--- src/rtl/nst_pkg.sv ---
package nst_pkg;
  localparam int WORD_W    = 32;
  localparam int BUS_W     = 10;
  localparam int NODE_W    = 6;
  localparam int IDV_BIT   = 31;
  localparam int ROOT_BIT  = 30;
  localparam int CABLE_BIT = 27;
  localparam int BUS_LSB   = 6;
  localparam int BUS_MSB   = BUS_LSB + BUS_W - 1;
  localparam logic [BUS_W-1:0]  BUS_UNSET  = '1;
  localparam logic [NODE_W-1:0] NODE_UNSET = '1;

  // Assemble the status word; reserved positions stay zero.
  function automatic logic [WORD_W-1:0] pack_status(
    input logic              idv,
    input logic              root,
    input logic              cable,
    input logic [BUS_W-1:0]  bus,
    input logic [NODE_W-1:0] node
  );
    logic [WORD_W-1:0] w;
    w = '0;
    w[IDV_BIT]             = idv;
    w[ROOT_BIT]            = root;
    w[CABLE_BIT]           = cable;
    w[BUS_MSB:BUS_LSB]     = bus;
    w[NODE_W-1:0]          = node;
    return w;
  endfunction

  // Transmit contexts may start only with a valid, assigned node number.
  function automatic logic tx_allowed(input logic idv, input logic [NODE_W-1:0] node);
    return idv && (node != NODE_UNSET);
  endfunction
endpackage

--- src/rtl/nst_reset_edge.sv ---
module nst_reset_edge (
  input  logic clk,
  input  logic rst_n,
  input  logic bus_reset_i,
  output logic reset_start_o,
  output logic reset_active_o
);
  logic prev_q;

  always_ff @(posedge clk or negedge rst_n) begin
    if (!rst_n) prev_q <= 1'b0;
    else        prev_q <= bus_reset_i;
  end

  assign reset_active_o = bus_reset_i;
  assign reset_start_o  = bus_reset_i && !prev_q;
endmodule

--- src/rtl/nst_identity.sv ---
module nst_identity #(
  parameter int NODE_W = 6,
  parameter logic [NODE_W-1:0] NODE_INIT = '1
) (
  input  logic              clk,
  input  logic              rst_n,
  input  logic              reset_start_i,
  input  logic              reset_active_i,
  input  logic              root_i,
  input  logic              cable_i,
  input  logic              node_accept_i,
  input  logic [NODE_W-1:0] node_i,
  output logic              idv_o,
  output logic              root_o,
  output logic              cable_o,
  output logic [NODE_W-1:0] node_o
);
  always_ff @(posedge clk or negedge rst_n) begin
    if (!rst_n) begin
      idv_o   <= 1'b0;
      root_o  <= 1'b0;
      cable_o <= 1'b0;
      node_o  <= NODE_INIT;
    end else begin
      cable_o <= cable_i;
      if (reset_active_i) begin
        idv_o  <= 1'b0;
        root_o <= reset_start_i ? 1'b0 : root_i;
      end else if (node_accept_i) begin
        idv_o  <= 1'b1;
        node_o <= node_i;
      end
    end
  end
endmodule

--- src/rtl/nst_field_reg.sv ---
module nst_field_reg #(
  parameter int W = 10,
  parameter logic [W-1:0] INIT = '1
) (
  input  logic         clk,
  input  logic         rst_n,
  input  logic         force_i,
  input  logic         wr_i,
  input  logic [W-1:0] wdata_i,
  output logic [W-1:0] q_o
);
  always_ff @(posedge clk or negedge rst_n) begin
    if (!rst_n)       q_o <= INIT;
    else if (force_i) q_o <= INIT;
    else if (wr_i)    q_o <= wdata_i;
  end
endmodule

--- src/rtl/node_status_tracker.sv ---
module node_status_tracker
  import nst_pkg::*;
(
  input  logic              clk,
  input  logic              rst_n,
  input  logic              bus_reset_i,
  input  logic              root_i,
  input  logic              cable_ok_i,
  input  logic              node_num_vld_i,
  input  logic [NODE_W-1:0] node_num_i,
  input  logic              host_wr_i,
  input  logic [WORD_W-1:0] host_wdata_i,
  output logic [WORD_W-1:0] status_o,
  output logic              tx_start_ok_o
);
  logic              reset_start;
  logic              reset_active;
  logic              node_accept;
  logic              host_accept;
  logic              idv_q, root_q, cable_q;
  logic [NODE_W-1:0] node_q;
  logic [BUS_W-1:0]  bus_q;
  logic [WORD_W-BUS_W-1:0] host_ro_bits;

  assign node_accept  = node_num_vld_i && !reset_active;
  assign host_accept  = host_wr_i && !reset_active;
  assign host_ro_bits = {host_wdata_i[WORD_W-1:BUS_MSB+1], host_wdata_i[BUS_LSB-1:0]};

  nst_reset_edge u_edge (
    .clk            (clk),
    .rst_n          (rst_n),
    .bus_reset_i    (bus_reset_i),
    .reset_start_o  (reset_start),
    .reset_active_o (reset_active)
  );

  nst_identity #(.NODE_W(NODE_W), .NODE_INIT(NODE_UNSET)) u_ident (
    .clk            (clk),
    .rst_n          (rst_n),
    .reset_start_i  (reset_start),
    .reset_active_i (reset_active),
    .root_i         (root_i),
    .cable_i        (cable_ok_i),
    .node_accept_i  (node_accept),
    .node_i         (node_num_i),
    .idv_o          (idv_q),
    .root_o         (root_q),
    .cable_o        (cable_q),
    .node_o         (node_q)
  );

  nst_field_reg #(.W(BUS_W), .INIT(BUS_UNSET)) u_bus (
    .clk     (clk),
    .rst_n   (rst_n),
    .force_i (reset_active),
    .wr_i    (host_accept),
    .wdata_i (host_wdata_i[BUS_MSB:BUS_LSB]),
    .q_o     (bus_q)
  );

  assign status_o      = pack_status(idv_q, root_q, cable_q, bus_q, node_q);
  assign tx_start_ok_o = tx_allowed(idv_q, node_q);
endmodule

--- config.mk ---
export PLATFORM = sky130hd
export DESIGN_NAME = node_status_tracker
export DESIGN_NICKNAME = d
export VERILOG_FILES = /design/src/rtl/nst_pkg.sv /design/src/rtl/nst_reset_edge.sv /design/src/rtl/nst_identity.sv /design/src/rtl/nst_field_reg.sv /design/src/rtl/node_status_tracker.sv
export SDC_FILE = /design/constraint.sdc
export NUM_CORES = 1
export LEC_CHECK = 0
export ABC_CLOCK_PERIOD_IN_PS = 1000
export BUFFER_PORTS_ARGS = -buffer_cell sky130_fd_sc_hd__clkbuf_2
export CAP_MARGIN = 40
export CORE_MARGIN = 4
export CORE_UTILIZATION = 39
export CTS_BUF_LIST = sky130_fd_sc_hd__clkbuf_4 sky130_fd_sc_hd__clkbuf_8 sky130_fd_sc_hd__clkbuf_16
export CTS_CLUSTER_DIAMETER = 30
export DETAILED_ROUTE_END_ITERATION = 10
export PLACE_DENSITY = 0.84
export SLEW_MARGIN = 20
export SYNTH_ARGS = -nofsm -noshare
export SYNTH_HDL_FRONTEND = slang
export SYNTH_HIERARCHICAL = 1
export SYNTH_SLANG_ARGS = --single-unit
--- constraint.sdc ---
create_clock -name clk -period 1 [get_ports clk]
set_input_delay 0.1 -clock clk [delete_from_list [all_inputs] [get_ports clk]]
set_output_delay 0.1 -clock clk [all_outputs]
set_load 0.01 [all_outputs]
; After elaboration in Yosys (flattened, before gate mapping)
; Cells that the tools add are included.
[totals]
reg_bits = 20
output_inout_bits = 33
[classes]
mux = 5
bitwise = 1
n_eq_ne = 1
reduce_logical = 9
[op_table]
columns = operator, count
row1 = two-way mux 10 bit, 2
row2 = "!= test 6 bit, second input constant", 1
row3 = logical AND 1 bit, 4
row4 = nonzero test 2 bit, 2
row5 = two-way mux 1 bit, 3
row6 = logical NOT 1 bit, 2
row7 = AND reduction 2 bit, 1
row8 = NOT 1 bit, 1

; Longest topological paths before layout
[depth]
depth_word = 4
ltp_mapped = 5

; Modules after synthesis
; Netlist, hierarchy kept.
[by_module_without_submodules]
columns = module, area_each_um2, cells_each, instances
row1 = nst_field_reg, 444.2, 33, 1
row2 = nst_identity, 364.1, 22, 1
row3 = node_status_tracker, 153.9, 22, 1
row4 = nst_reset_edge, 46.3, 3, 1

; Worst setup path before layout
; No wires, ideal clock.
[synth_timing]
kind = input-to-reg
startpoint = in bus_reset_i
endpoint = reg u_ident.node_o[0]
stages = 5
n_path_buf = 2
slack_ps = -13
setup_ps = 82
arrival_ps = 931
cell_sequence = buf_4 nor2b_1 nor2b_2 buf_6 mux2_4
[synth_between]
elab_chain_len = 3
word_cells_on_any_way = 4
[synth_lines]
columns = item, line
row1 = from (decl), node_status_tracker.sv:6  ; input logic bus_reset_i,
row2 = logical NOT 1 bit, node_status_tracker.sv:25  ; assign node_accept = node_num_vld_i && !reset_active;
row3 = logical AND 1 bit, node_status_tracker.sv:25
row4 = net node_accept, node_status_tracker.sv:18  ; logic node_accept;
row5 = AND reduction 2 bit (no source line), n/a
row6 = to (signal assigned), nst_identity.sv:31  ; node_o <= node_i;
row7 = to (decl), nst_identity.sv:16  ; output logic [NODE_W-1:0] node_o
; The timed path passes the listed nets, and every way through them passes these cells.
; A chain may end at the register's enable or synchronous reset.

; Worst setup path in the final report
[layout_timing]
startpoint = reg u_ident.node_o[1]
endpoint = out tx_start_ok_o
[layout_between]
elab_chain_len = 2
[layout_lines]
columns = item, line
row1 = != test 6 bit, nst_pkg.sv:33  ; return idv && (node != NODE_UNSET);
row2 = logical AND 1 bit, nst_pkg.sv:33
row3 = to (decl), node_status_tracker.sv:14  ; output logic tx_start_ok_o
; Every way passes these cells.

==> impl_results.md <==
* Synth Instances at 80
* Total CTS buffers at 3
* Critical Path Max Stage Delay at 0.56 ns
* P_leak at 0.691 nW
* DR iter-0 viols at 25
* Yosys warning count at 6
* CTS tree: built
* Worst-path cell chain: nand4_1, o21a_1, clkbuf_2
* Fin nets at 179
* Place WS at -0.0800 ns
* Placed wire-length estimate at 1540 um
* Crit-path slowest cell: dfstp_2
* Worst vdd ir at 976 uV
* Post-synth cell types at 19
* Hold WS at 0.0188 ns
* Total gr overflow at 0
* CORE AREA at 2480 sq um
* Area share of the largest cell type after synthesis at 0.417
* RSZ-0062 raised after global routing: yes
* Seq cells post-synth at 20
* Total power at 0.00208 W
* WS Path Type: reg -> out
* Leading area contributor after synthesis: dfstp_2
* Clock sinks at 20
* Final Cycle Share at 1.33
* Number of global-route vias before repair at 711
* Drt first pass iters at 4
* Syn_area_per_cell at 12.6 sq um
* FMAX at 0.750 GHz
* Fillers at 222
* Final hold vios at 0
* Routed wire length at 2030 um
* Endpoints failing setup at 17
* Layout area overhead at 40.4%
* Die area at 3460 sq um
* Clock Tree Buf Depth at 2
* Setup TNS Final at -1.51 ns
* Clock insertion delay at the later pin of the skew report at 0.29 ns
* Max-slew violations at 0
* Total track usage at 0.109
* Routed via count at 717
* Final Wtd Congestion at 0.679
* Post-Synth Simple-Gate Area at 0.119
* Pin count of the biggest net entering global routing at 21
* Port bufs at 42
* Pwr dens at 1470 nW/um^2
* Crit-path leading delay family: flip-flops
* Xor-xnor portion of the synthesized cell area at 0
* CTS root buf: clkbuf_4
* Via density per instance at 4.40
* CTS H-tree depth at 1
* I/O Pins at 78
* Setup Skew at 0.0000909 ns
* Chip height at 58.9 um
* Share of layout cells above drive strength 1 at 0.632
* CP Max Fanout at 2
* Compound-gate portion of the synthesized area at 0.100
* Initial antenna violation count at 0
* Sequential share of the synthesized area at 0.516
* Final Util at 0.572
* Failing checks: setup timing
* # DRC at 0
* Largest family of logic cells by synthesized area: buffers and inverters
* Crit. End Element: primary output
* Die width at 58.9 um
* Synthesized cell area at 1010 sq um
* Hold WC Path Type: in -> reg
* Synth Area in Adders at 0
* Initial Util at 0.407
* Rows at 18
* Avg WL per Cell at 12.5 um
* Critical path startpoint category: flip-flop
* Worst Path Arrival at 1.23 ns
* Fin worst setup slack at -0.333 ns
* Max-cap viol count at 0
* Crit path buffers/inverters at 1
* Reg-to-reg setup timing slack at 0.05 ns
* Minimum clock period at 1.33 ns
* Antenna cells at 0
* Mux cell area share after synthesis at 0.0893
* ANT nets after route at 0
* Status: complete, but fails checks
* WP data required at 0.90 ns
* Reg clk slew, reported paths at 0.11 ns
* Global-route wire length before repair at 2880 um
* Top cells by area, synth: dfstp_2 (42%), buf_4 (13%), dfrtp_1 (9.9%), mux2_4 (8.9%), a211o_1 (8.7%)
==> registers in the layout, indices dropped and copies added (netlist names) <==
| name | flops |
|---|---|
| u_bus/q_o | 10 |
| u_ident/node_o | 6 |
| u_edge/prev_q | 1 |
| u_ident/cable_o | 1 |
| u_ident/idv_o | 1 |
| u_ident/root_o | 1 |
==> metal layers <==
layer / GRT usage / up-vias / part of all wire
met3: 0.0285 / 0 / 0.12
met2: 0.192 / 44 / 0.50
li1: - / 341 / -
met5: 0 / - / 0
met4: 0.0291 / 0 / 0
met1: 0.131 / 332 / 0.37
==> logic make-up (layout without fill, tap and decap cells) <==
family / Yosys count / in the layout
AND/OR/NAND/NOR: 19 / 19
other: 1 / 13
buffers and inverters: 22 / 63
flip-flops: 20 / 20
multiplexers: 6 / 6
AO/OA/AOI/OAI: 12 / 12
==> worst paths after layout <==
check	start	end	depth (start not counted)
worst min-delay path	host_wdata_i[13]	u_bus/q_o[7]$_DFFE_PN1P_	2
worst max-delay path	u_ident/node_o[1]$_DFFE_PN1P_	tx_start_ok_o	3
worst max register to register	u_ident/node_o[5]$_DFFE_PN1P_	u_ident/node_o[5]$_DFFE_PN1P_	3
worst min register to register	u_ident/idv_o$_DFFE_PN0P_	u_ident/idv_o$_DFFE_PN0P_	2
max in group asynchronous	rst_n	u_bus/q_o[9]$_DFFE_PN1P_	2
min in group asynchronous	rst_n	u_ident/idv_o$_DFFE_PN0P_	2
==> Yosys cell counts (all sizes together) <==
master	n
a211o	10
and2b	1
buf	20
clkbuf	1
conb	1
dfrtp	4
dfstp	16
inv	1
mux2	6
nand2	2
nand4	1
nor2	2
nor2b	13
o21a	1
o22ai	1
==> report_power, final <==
group	switching, W	total (W)	leakage, nW	internal (W)
registers	0.0000585	0.00101	0.217	0.000946
logic	0.000246	0.000665	0.455	0.000419
clock network	0.000228	0.000409	0.0184	0.000182
total	0.000532	0.00208	0.691	0.00155
==> per-stage QoR <==
stage	std cells	area (sq um)
after global routing	163	1420
final	163	1420
after detailed placement	151	1190
after global placement	151	1190
after CTS	160	1300
after floorplan	92	1060
==> area by class of cell <==
cell class / instances / area, sq um / share of cell area
flip-flops and latches: 20 / 520 / 0.367
repair buffers: 58 / 464 / 0.328
multi-input cells: 50 / 360 / 0.254
well taps: 30 / 37.5 / 0.0265
clock buffers: 4 / 30.0 / 0.0212
inverters: 1 / 3.75 / 0.00265
==> repair_timing <==
| action | 4_1_cts | 5_1_grt |
|---|---|---|
| hold buffers | 2 | 0 |
| endpoints found under the setup margin | 17 | 17 |
| buffers inserted | 4 | 5 |
| resized for setup | 7 | 32 |
| endpoints found under the hold margin | 5 | 0 |
==> placed cells by master, fill, tap and decap left out, types with 4 or more instances in the layout <==
cell type  count
a211o_1       10
buf_4          8
buf_6         20
clkbuf_2      26
clkbuf_4       4
conb_1        13
dfrtp_1        4
dfstp_2       16
mux2_4         6
nor2b_1       11
Note: power is estimated with default switching activity, not from simulation.
